### src/rtl/chrg_sense_pkg.sv
package chrg_sense_pkg;

   typedef enum logic [1:0] {
      SNS_CONNECT    = 2'b00,
      SNS_DISCONNECT = 2'b01,
      SNS_EITHER     = 2'b10,
      SNS_OFF        = 2'b11
   } sense_e;

   localparam int BIT_IE     = 0;
   localparam int BIT_FLAG   = 1;
   localparam int BIT_SNS_LO = 2;
   localparam int BIT_SNS_HI = 3;
   localparam int BIT_BATT   = 4;
   localparam int USED_BITS  = 5;

endpackage

### src/rtl/chrg_sync.sv
module chrg_sync #(
   parameter int   STAGES  = 2,
   parameter logic RST_VAL = 1'b0
) (
   input  logic clk,
   input  logic rst_n,
   input  logic d_async,
   output logic q_sync
);
   if (STAGES < 2) begin : g_bad_stages
      $error("chrg_sync: STAGES must be at least 2");
   end

   logic [STAGES-1:0] chain_q;

   always_ff @(posedge clk or negedge rst_n) begin
      if (!rst_n) chain_q <= {STAGES{RST_VAL}};
      else        chain_q <= {chain_q[STAGES-2:0], d_async};
   end

   assign q_sync = chain_q[STAGES-1];
endmodule

### src/rtl/chrg_edge_sel.sv
module chrg_edge_sel
   import chrg_sense_pkg::*;
#(
   parameter sense_e FORCED_SENSE = SNS_CONNECT
) (
   input  logic   clk,
   input  logic   rst_n,
   input  logic   pres_sync,
   input  logic   force_on,
   input  sense_e sense,
   output logic   evt,
   output logic   det_en
);
   if (FORCED_SENSE == SNS_OFF) begin : g_bad_forced
      $error("chrg_edge_sel: forced sense cannot be the off code");
   end

   logic   eff_pres, prev_q, rise, fall;
   sense_e act_sense;

   assign eff_pres = force_on | pres_sync;

   always_ff @(posedge clk or negedge rst_n) begin
      if (!rst_n) prev_q <= 1'b0;
      else        prev_q <= eff_pres;
   end

   assign rise      = eff_pres & ~prev_q;
   assign fall      = ~eff_pres & prev_q;
   assign act_sense = (sense == SNS_OFF && force_on) ? FORCED_SENSE : sense;
   assign det_en    = (sense != SNS_OFF) | force_on;

   always_comb begin
      unique case (act_sense)
         SNS_CONNECT:    evt = rise;
         SNS_DISCONNECT: evt = fall;
         SNS_EITHER:     evt = rise | fall;
         default:        evt = 1'b0;
      endcase
   end

   // the off code with no forcing never produces an event
   a_r3_off_quiet: assert property (@(posedge clk) disable iff (!rst_n)
      (sense == SNS_OFF && !force_on) |-> !evt);
endmodule

### src/rtl/chrg_flag_ctl.sv
module chrg_flag_ctl (
   input  logic clk,
   input  logic rst_n,
   input  logic set_evt,
   input  logic w1c,
   input  logic ack,
   input  logic ie,
   input  logic gie,
   output logic flag,
   output logic irq
);
   logic flag_q;

   always_ff @(posedge clk or negedge rst_n) begin
      if (!rst_n)            flag_q <= 1'b0;
      else if (set_evt)      flag_q <= 1'b1;
      else if (w1c || ack)   flag_q <= 1'b0;
   end

   assign flag = flag_q;
   assign irq  = flag_q & ie & gie;

   // a set event always leaves the flag high
   a_r6_set_wins: assert property (@(posedge clk) disable iff (!rst_n)
      set_evt |=> flag_q);
   // acknowledge without a concurrent event clears the flag
   a_r5_ack_clears: assert property (@(posedge clk) disable iff (!rst_n)
      (ack && !set_evt) |=> !flag_q);
   // without event or clear request the flag holds
   a_r5_flag_holds: assert property (@(posedge clk) disable iff (!rst_n)
      (!set_evt && !w1c && !ack) |=> $stable(flag_q));
   // the flag only rises after an edge event
   a_r3_rise_cause: assert property (@(posedge clk) disable iff (!rst_n)
      $rose(flag_q) |-> $past(set_evt));
endmodule

### src/rtl/chrg_sense_csr.sv
module chrg_sense_csr
   import chrg_sense_pkg::*;
#(
   parameter int          ADDR_W      = 8,
   parameter int          DATA_W      = 8,
   parameter int unsigned REG_ADDR    = 32'h34,
   parameter int          SYNC_STAGES = 2,
   parameter sense_e      FORCED_SNS  = SNS_CONNECT
) (
   input  logic              clk,
   input  logic              rst_n,
   input  logic [ADDR_W-1:0] csr_addr,
   input  logic              csr_wr,
   input  logic [DATA_W-1:0] csr_wdata,
   output logic [DATA_W-1:0] csr_rdata,
   input  logic              pres_raw,
   input  logic              batt_hi,
   input  logic              sw_off,
   input  logic              gie,
   input  logic              irq_ack,
   output logic              irq_req
);
   localparam logic [ADDR_W-1:0] HIT_ADDR = ADDR_W'(REG_ADDR);

   if (DATA_W < USED_BITS) begin : g_bad_width
      $error("chrg_sense_csr: DATA_W too small for the field layout");
   end
   if (ADDR_W < 32 && REG_ADDR >= (32'd1 << ADDR_W)) begin : g_bad_addr
      $error("chrg_sense_csr: REG_ADDR does not fit in ADDR_W");
   end

   logic   hit, wr_hit, w1c;
   logic   pres_sync, evt, det_en, flag;
   logic   ie_q;
   sense_e sense_q;

   assign hit    = (csr_addr == HIT_ADDR);
   assign wr_hit = hit & csr_wr;
   assign w1c    = wr_hit & csr_wdata[BIT_FLAG];

   always_ff @(posedge clk or negedge rst_n) begin
      if (!rst_n) begin
         sense_q <= SNS_CONNECT;
         ie_q    <= 1'b0;
      end else if (wr_hit) begin
         sense_q <= sense_e'(csr_wdata[BIT_SNS_HI:BIT_SNS_LO]);
         ie_q    <= csr_wdata[BIT_IE];
      end
   end

   chrg_sync #(.STAGES(SYNC_STAGES), .RST_VAL(1'b0)) u_sync (
      .clk     (clk),
      .rst_n   (rst_n),
      .d_async (pres_raw),
      .q_sync  (pres_sync)
   );

   chrg_edge_sel #(.FORCED_SENSE(FORCED_SNS)) u_edge (
      .clk       (clk),
      .rst_n     (rst_n),
      .pres_sync (pres_sync),
      .force_on  (sw_off),
      .sense     (sense_q),
      .evt       (evt),
      .det_en    (det_en)
   );

   chrg_flag_ctl u_flag (
      .clk     (clk),
      .rst_n   (rst_n),
      .set_evt (evt),
      .w1c     (w1c),
      .ack     (irq_ack),
      .ie      (ie_q),
      .gie     (gie),
      .flag    (flag),
      .irq     (irq_req)
   );

   always_comb begin
      csr_rdata = '0;
      if (hit) begin
         csr_rdata[BIT_BATT]              = batt_hi & det_en;
         csr_rdata[BIT_SNS_HI:BIT_SNS_LO] = sense_q;
         csr_rdata[BIT_FLAG]              = flag;
         csr_rdata[BIT_IE]                = ie_q;
      end
   end

   // no request while interrupts are globally masked
   a_r7_irq_needs_gie: assert property (@(posedge clk) disable iff (!rst_n)
      !gie |-> !irq_req);
   // no request while the enable bit is clear
   a_r7_irq_needs_ie: assert property (@(posedge clk) disable iff (!rst_n)
      (hit && !csr_rdata[BIT_IE]) |-> !irq_req);
   // reserved bits never read as one
   a_r2_reserved_zero: assert property (@(posedge clk) disable iff (!rst_n)
      csr_rdata[DATA_W-1:USED_BITS] == '0);
endmodule

### config.mk
export PLATFORM = sky130hd
export DESIGN_NAME = chrg_sense_csr
export DESIGN_NICKNAME = d
export VERILOG_FILES = /design/src/rtl/chrg_sense_pkg.sv /design/src/rtl/chrg_sync.sv /design/src/rtl/chrg_edge_sel.sv /design/src/rtl/chrg_flag_ctl.sv /design/src/rtl/chrg_sense_csr.sv
export SDC_FILE = /design/constraint.sdc
export NUM_CORES = 1
export LEC_CHECK = 0
export BUFFER_PORTS_ARGS = -buffer_cell sky130_fd_sc_hd__buf_2
export CAP_MARGIN = 10
export CELL_PAD_IN_SITES_DETAIL_PLACEMENT = 0
export CELL_PAD_IN_SITES_GLOBAL_PLACEMENT = 1
export CORE_MARGIN = 1.5
export CORE_UTILIZATION = 30
export CTS_BUF_LIST = sky130_fd_sc_hd__clkbuf_4
export DETAILED_ROUTE_END_ITERATION = 16
export GPL_ROUTABILITY_DRIVEN = 0
export PLACE_DENSITY_LB_ADDON = 0.05
export SLEW_MARGIN = 0
export SYNTH_ARGS = -nofsm -noshare
export SYNTH_HDL_FRONTEND = slang
export SYNTH_SLANG_ARGS = --single-unit
### constraint.sdc
create_clock -name clk -period 3.1 [get_ports clk]
set_input_delay 0 -clock clk [delete_from_list [all_inputs] [get_ports clk]]
set_output_delay 0 -clock clk [all_outputs]
set_load 0.1 [all_outputs]
* After elaboration in Yosys (flattened, before gate mapping)
Index checks and enable logic that the tools add are counted.
Storage, ports and cells: bits in latches 0, ROM bits 0, bits in registers 7, memory bits (writable) 0, memories kept 0
Operators by class: divide/modulo/power cells 0, multipliers 0, magnitude comparators 0, multiplexer cells 5, add/subtract/negate cells 0, bitwise operators 12, eq/ne operators 5, shifts and indexed selects 0, reduce and logical (&&, ||, !) cells 4
Operator list (count):
- $eq 8x6->1 const B | 1
- $and 1x1->1 | 7
- $mux 5 | 1
- $eq 2x2->1 const B | 2
- $or 1x1->1 | 3
- $pmux 1 s3 | 1
- $eq 2x1->1 const B | 1
- $logic_not 2->1 | 1
- $mux 1 | 2
- $mux 2 | 1
- $ne 2x2->1 const B | 1
- $not 1->1 | 2
- $reduce_bool 2->1 | 1
- $logic_and 1x1->1 | 1
- $logic_or 1x1->1 | 1

* Depth between registers and ports, before layout
Gate-level depths: netlist of run 1.
depth after elaboration 6, gate-level depth with buffers 6, depth with buffers taken out 6

* By module
A second synthesis of run 1 with hierarchy kept.
Unflattened totals: cell total of the unflattened synthesis 40, area total of the unflattened synthesis 417.9 sq um
Modules (own cells, without submodules):
- chrg_sense_csr | times used 1, cells each 22, area each 225.2 sq um
- chrg_edge_sel | times used 1, cells each 12, area each 100.1 sq um
- chrg_sync | times used 1, cells each 2, area each 50.0 sq um
- chrg_flag_ctl | times used 1, cells each 4, area each 42.5 sq um

* Worst setup path after synthesis of run 1
No wires, ideal clock.
path kind reg-to-reg, start point register u_sync.chain_q[1], end point register u_flag.flag_q (netlist: u_flag.flag), path slack 1.817 ns, data arrival time 1.157 ns, cell stages (with the launch flop) 7, setup time 0.126 ns, cell sequence dfrtp_1 nor2_1 inv_1 ha_1 nand3_1 o21ai_0 a221o_1
On the way: cells in the longest elaborated chain, start to end 6
RTL lines:
- start: declaration | RTL line chrg_sync.sv:14 | logic [STAGES-1:0] chain_q;
- start signal: assignment | RTL line chrg_sync.sv:17 | if (!rst_n) chain_q <= {STAGES{RST_VAL}};
- start signal: assignment | RTL line chrg_sync.sv:18 | else chain_q <= {chain_q[STAGES-2:0], d_async};
- $or 1x1->1 (*) | RTL line chrg_edge_sel.sv:21 | assign eff_pres = force_on | pres_sync;
- named net u_edge.eff_pres | RTL line chrg_edge_sel.sv:18 | logic eff_pres, prev_q, rise, fall;
- $not 1->1 | RTL line chrg_edge_sel.sv:29 | assign fall = ~eff_pres & prev_q;
- $and 1x1->1 | RTL line chrg_edge_sel.sv:29
- $or 1x1->1 | RTL line chrg_edge_sel.sv:37 | SNS_EITHER: evt = rise | fall;
- $pmux 1 s3 (*) | RTL line chrg_edge_sel.sv:34 | unique case (act_sense)
- $mux 1 or $reduce_bool 2->1 (tied branches)
- end signal: assignment | RTL line chrg_flag_ctl.sv:15 | if (!rst_n) flag_q <= 1'b0;
- end signal: assignment | RTL line chrg_flag_ctl.sv:16 | else if (set_evt) flag_q <= 1'b1;
- end signal: assignment | RTL line chrg_flag_ctl.sv:17 | else if (w1c || ack) flag_q <= 1'b0;
- end: declaration | RTL line chrg_flag_ctl.sv:12 | logic flag_q;
The timed path passes the listed nets; every way through them passes the cells marked *. A chain may end at the register's enable or synchronous reset.

* Final worst setup path of run 1
Ends and elaborated chain as after synthesis.

==> run metrics, run 1 <==
slowest cell on the critical path=a221o_1; DP Area=557 sq um; Flop pwr share=42.0%; Synth warnings=0; IO Port Bufs=25; antenna cell count=0; crit path kind=reg -> reg; Final Hold Vio Count=0; Clk pwr share=37.0%; number of distinct library cells after synthesis=20; commonest non-fill, non-tap cell in the layout=buf_2; Critical Path Start Type=flop; sequential cell area=175 sq um; postcts setup bufs=0; antenna violations before repair=0; r2r setup slk=1730 ps; Worst Path Arrival=1500 ps; Max Cap Violations=0; Max stage delay on crit path=360 ps; # fillers=130; clock skew=4.15 ps; Final Net Count=97; HP Class=in -> reg; drt total wl=873 microns; PwrDens=377 nW/um^2; P_leak=0.355 nW; GR Util All Layers=12.6%; # DRC=0; total CTS buffers=3; clk root buf=clkbuf_4; VDD IR-drop max=0.204 mV; Max Fanout on Critical Path=2; routed wire length per instance=10.3 microns; Slew Viols, Final=0; DR vias/cell=4.61; achievable frequency=730 MHz; post-synthesis cell area=428 sq um; largest net degree at the start of global routing=8; io pins=33; worst path required time=3230 ps; global-route wire length before repair=1300 microns; grt ovf=0; initial DRC count=2; row count=13; vias in the first global route=334; most frequent cells in the layout=25 x buf_2, 7 x dfrtp_1, 5 x dlygate4sd3_1; internal power=0.176 mW; clock latency on the worst-skew pair=240 ps; outcome=complete, no violations; Post-Synthesis Cells=37; logic gate share of total power=20.9%; Finished Cell Area=637 sq um; register area share after synthesis=40.9%; RSZ-0062 raised after global routing=no; final period utilization=44.2%; fin crit period=1370 ps; Initial Util=32.5%; sw frac=26.8%; First-pass DRT Iterations=2; footprint of the multi-input gates=226 sq um; Worst Hold Margin=29.1 ps; Area Growth Syn to Fin=48.8%; layout cells sized above 1=55.7%; CP Cell Sequence=nor2_1 -> inv_1 -> ha_1 -> nand3_1 -> o21ai_0 -> a221o_1; Total Power=0.240 mW; post-synthesis register bit count=7; routed vias=392; die area=1660 sq um; CP endpoint kind=flop; Clock transition at path regs=50 ps; Post-Syn Area per Cell=11.6 sq um; Detail Route Antenna Nets=0; clock sinks=7; die width=40.8 microns; switching power=0.0643 mW; Setup Viol. Count Final=0; setup_tns=0 ps; die span in y=40.8 microns; core area=1320 sq um; CTS tree=yes; H-tree depth=1; CTS max path bufs=2
==> cell families (layout without fill, tap and decap cells) <==
kind of cell,Yosys count,count (layout),synth area share [%]
and+or+nand+nor,14,14,26.0
other,1,3,0.876
buffers and inverters,6,37,7.89
adders and majority gates,2,2,5.85
DFF,7,7,40.9
muxes,3,3,10.5
AOI/OAI and AO/OA,4,4,7.89
==> routing by layer <==
metal	GRT usage, %	wire (microns)	vias up	part of all wire (%)
met5	0	0	-	0
met4	7.50	0	0	0
met3	1.63	73	0	8.4
met2	23.4	459	19	53
met1	13.2	340	179	39
li1	-	-	194	-
==> synth_stat cells, drive strengths merged <==
| cell | count | area share [%] |
|---|---|---|
| nand3 | 2 | 3.5 |
| ha | 2 | 5.8 |
| buf | 3 | 5.3 |
| conb | 1 | 0.88 |
| nand4 | 1 | 1.5 |
| nor2b | 1 | 1.5 |
| and3 | 5 | 8.5 |
| mux2 | 3 | 11 |
| o2111a | 1 | 2.6 |
| and4bb | 1 | 2.9 |
| nor2 | 2 | 1.8 |
| o21ai | 1 | 1.2 |
| inv | 3 | 2.6 |
| nand2 | 1 | 0.88 |
| a211oi | 1 | 1.8 |
| a221o | 1 | 2.3 |
| dfrtp | 7 | 41 |
| nor4b | 1 | 5.6 |
==> worst max-delay path, delay by kind of cell (launching register included) <==
family	cells	cell delay, ps
AND/OR/NAND/NOR	2	190
flip-flops	1	350
AO/OA/AOI/OAI	2	440
buffers and inverters	1	80
adder cells (fa/ha/maj)	1	190
==> registers in the layout, indices dropped and copies added (netlist names) <==
register        cells
ie_q                1
sense_q             2
u_edge.prev_q       1
u_flag.flag         1
u_sync.chain_q      2
==> power by group through the flow <==
stage               clock [mW]  sequential, mW  combinational (mW)
floorplan                    0           0.101              0.0323
global placement             0           0.102              0.0454
detailed placement           0           0.103              0.0458
CTS                     0.0918           0.101              0.0506
global route            0.0972           0.102              0.0551
finish                  0.0889           0.101              0.0502
==> path summary, 6_finish.rpt <==
kind	start	end	depth (start not counted)
max	u_sync.chain_q[1]$_DFF_PN0_	u_flag.flag$_DFFE_PN0P_	6
min	sw_off	u_edge.prev_q$_DFF_PN0_	3
max reg2reg	u_sync.chain_q[1]$_DFF_PN0_	u_flag.flag$_DFFE_PN0P_	6
min reg2reg	u_sync.chain_q[0]$_DFF_PN0_	u_sync.chain_q[1]$_DFF_PN0_	0
max in group asynchronous	rst_n	sense_q[1]$_DFFE_PN0P_	2
min in group asynchronous	rst_n	sense_q[0]$_DFFE_PN0P_	2
==> stage by stage <==
step,cells,utilization [%],setup slack [ps]
CTS,85,48.3,1700
floorplan,39,-,1820
global route,85,48.3,1550
finish,85,48.3,1730
detailed placement,76,42.3,1720
global placement,76,42.3,1730
==> final cells by class <==
type                    count  share of cell area, %
repair buffers             30                   27.5
inverters                   3                   1.77
well taps                  15                   2.95
flip-flops and latches      7                   27.5
clock buffers               4                   4.72
multi-input cells          26                   35.6
==> timing repair <==
action                                  4_1_cts  5_1_grt
gates resized for setup                       0        0
hold endpoints to repair                     11        0
hold buffers                                  5        0
endpoints found under the setup margin        0        0
(Power assumes the default switching activity.)
==> run 2: changes to the inputs <==
- ABC_AREA: not set -> 1
- CORE_UTILIZATION: 30 -> 25
- clock period: 3.1 -> 1.3 ns (I/O delays scaled with it)
==> run 2 against run 1 <==
Against the previous run:
- the flow now finishes with violations (design-rule violations)
- total power up 150%
- largest cell class is now buffers
- register-to-register slack worse by 1600 ps
- synthesized area up 0.88%
- core utilization up 0.38 points
- critical path depth down 2
- non-clock buffer count up 3
- wire length up 4.0%
- critical path type is now reg -> out
- worst hold slack worse by 3.6 ps
- via count up 19%
==> run metrics, run 2 <==
outcome=finished with violations; failing checks=design-rule violations; # DRC=2 (+2); Synth warnings=0 (unchanged); Post-Syn Area per Cell=7.19 sq um (-38%); clock latency on the worst-skew pair=250 ps (about the same); routed wire length per instance=8.11 microns (-21%); post-synthesis cell area=432 sq um (+0.88%); First-pass DRT Iterations=10 (+8); DP Area=647 sq um (+16%); Final Net Count=123 (+27%); Max Cap Violations=0 (unchanged); routed vias=468 (+19%); Regs by FF count=sense_q (2), u_sync.chain_q (2); HP Class=in -> reg; cell taking the most area after synthesis=dfrtp_1; Area Growth Syn to Fin=75.9%; internal power=0.420 mW (+140%); drt total wl=908 microns (+4.0%); clock skew=1.99 ps (-2.16 ps); Setup Viol. Count Final=0 (unchanged); number of distinct library cells after synthesis=14 (-30%); antenna cell count=0 (unchanged); setup_tns=0 ps (unchanged); post-synthesis register bit count=7 (unchanged); clock sinks=7 (unchanged); most frequent cells in the layout=20 x buf_2, 14 x nand2_1, 9 x inv_1; crit path kind=reg -> out; GR Util All Layers=11.2% (-1.4 points); most instantiated library cell after synthesis=nand2_1; area share of the largest cell type after synthesis=40.6% (-0.36 points); Post-synth EDFFs=0 (unchanged); achievable frequency=821 MHz; Flop pwr share=40.5% (-1.5 points); clk root buf=clkbuf_4; grt ovf=0 (unchanged); Clock transition at path regs=50 ps (about the same); total CTS buffers=3 (unchanged); PwrDens=778 nW/um^2 (+110%); final period utilization=93.7%; sw frac=28.8% (+2.0 points); Finished Cell Area=759 sq um (+19%); H-tree depth=1 (unchanged); die width=44.6 microns (+9.3%); core area=1560 sq um (+18%); VDD IR-drop max=0.658 mV (+220%); CTS tree=yes; DP Wirelength=730 microns; RSZ-0062 raised after global routing=yes; die span in y=44.6 microns (+9.3%); logic gate share of total power=22.7% (+1.8 points); Worst Path Arrival=1220 ps (-280 ps); initial DRC count=4 (+2); antenna violations before repair=0 (unchanged); synth top area cells=dfrtp_1 41%, nand2_1 12%, nor2_1 8.7%; footprint of the multi-input gates=221 sq um (-2.2%); pre-CTS setup slack=38.2 ps (-1680 ps); layout cells sized above 1=43.8% (-12 points); Max Fanout on Critical Path=5 (+3); Post-Synthesis Cells=60 (+62%); DR vias/cell=4.18 (-9.4%); fin crit period=1220 ps; P_leak=0.388 nW (+9.4%); CP endpoint kind=primary output; worst path required time=1300 ps (-1930 ps); sequential cell area=175 sq um (unchanged); row count=14 (+1); io pins=33 (unchanged); CTS max path bufs=2 (unchanged); setup ws final=81.3 ps (-1650 ps); async set or reset register ratio after synthesis=100% (unchanged); Critical Path Start Type=flop; register area share after synthesis=40.6% (-0.36 points); Final Hold Vio Count=0 (unchanged); IO Port Bufs=25 (unchanged); Post-synth top cells=14 x nand2_1, 10 x nor2_1, 9 x inv_1; vias in the first global route=414 (+24%); Util after Layout=48.7% (+0.38 points); # fillers=161 (+24%); Clk pwr share=36.8% (-0.2 points); Total Power=0.591 mW (+150%); global-route wire length before repair=1590 microns (+22%); switching power=0.170 mW (+160%); Initial Util=27.7% (-4.8 points); die area=1990 sq um (+19%); Main synth FF type=dfrtp_1; Detail Route Antenna Nets=0 (unchanged); Slew Viols, Final=0 (unchanged); commonest non-fill, non-tap cell in the layout=buf_2; largest net degree at the start of global routing=8 (unchanged)
-- run 2: changes by cell type after synthesis, moves of 3 or more --
cell | before | now
nand2_1 | 1 | 14
nor2_1 | 2 | 10
inv_1 | 3 | 9
and3_2 | 4 | 0
nand3_1 | 1 | 5
mux2_4 | 3 | 0
-- run 2: layout make-up --
cell class	count	area share, %
clock buffers	4	3.95
inverters	10	4.94
multi-input cells	42	29.2
flip-flops and latches	7	23.1
well taps	16	2.64
repair buffers	33	36.2
-- run 2: cell families (layout without fill, tap and decap cells) --
| kind of cell | Yosys count | in the layout | share of synthesized area, % |
|---|---|---|---|
| AO/OA/AOI/OAI | 4 | 4 | 5.22 |
| adder cells (fa/ha/maj) | 2 | 2 | 5.80 |
| buffers and inverters | 13 | 47 | 13.9 |
| flip-flops | 7 | 7 | 40.6 |
| other | 1 | 3 | 0.869 |
| AND/OR/NAND/NOR | 33 | 33 | 33.6 |
-- run 2: routing by layer --
metal | track usage, % | share of wire (%)
met5 | 0 | 0
met1 | 11.5 | 42
met3 | 4.90 | 8.5
met2 | 19.1 | 49
met4 | 5.45 | 0.88
-- run 2: stage by stage --
stage                     hold WS (ps)  instances
after floorplan                   -296         62
after global placement            -163        100
after detailed placement          -164        100
after CTS                         24.1        110
after global routing              49.5        112
final                             25.5        112
-- run 2: worst max-delay path, stage by stage, from the launching register on --
cell and delay, ps:
dfrtp_1 410, inv_1 110, o31ai_2 210, nor2_2 70, buf_12 170
-- run 2: power groups by stage --
stage | registers (mW) | clock network (mW) | logic [mW]
2_1_floorplan | 0.240 | 0 | 0.0806
3_3_place_gp | 0.242 | 0 | 0.112
3_5_place_dp | 0.243 | 0 | 0.114
4_1_cts | 0.239 | 0.226 | 0.127
5_1_grt | 0.240 | 0.240 | 0.150
6_report | 0.239 | 0.217 | 0.134
-- run 2: worst paths after layout --
path	from	cells past startpoint	slack, ps	to
setup reg to reg	u_sync.chain_q[1]$_DFF_PN0_	8	90	u_flag.flag$_DFFE_PN0P_
hold reg to reg	u_sync.chain_q[0]$_DFF_PN0_	0	350	u_sync.chain_q[1]$_DFF_PN0_
max in group asynchronous	rst_n	2	1050	sense_q[0]$_DFFE_PN0P_
hold / removal	sw_off	3	30	u_edge.prev_q$_DFF_PN0_
min in group asynchronous	rst_n	2	100	u_sync.chain_q[1]$_DFF_PN0_
setup / recovery	sense_q[1]$_DFFE_PN0P_	4	80	csr_rdata[4]
-- run 2: repair_timing --
item                                    in CTS  in global routing
hold buffers                                 6                  0
resized for setup                            0                  4
setup buffers                                0                  2
hold endpoints to repair                    12                  0
endpoints found under the setup margin       0                  2
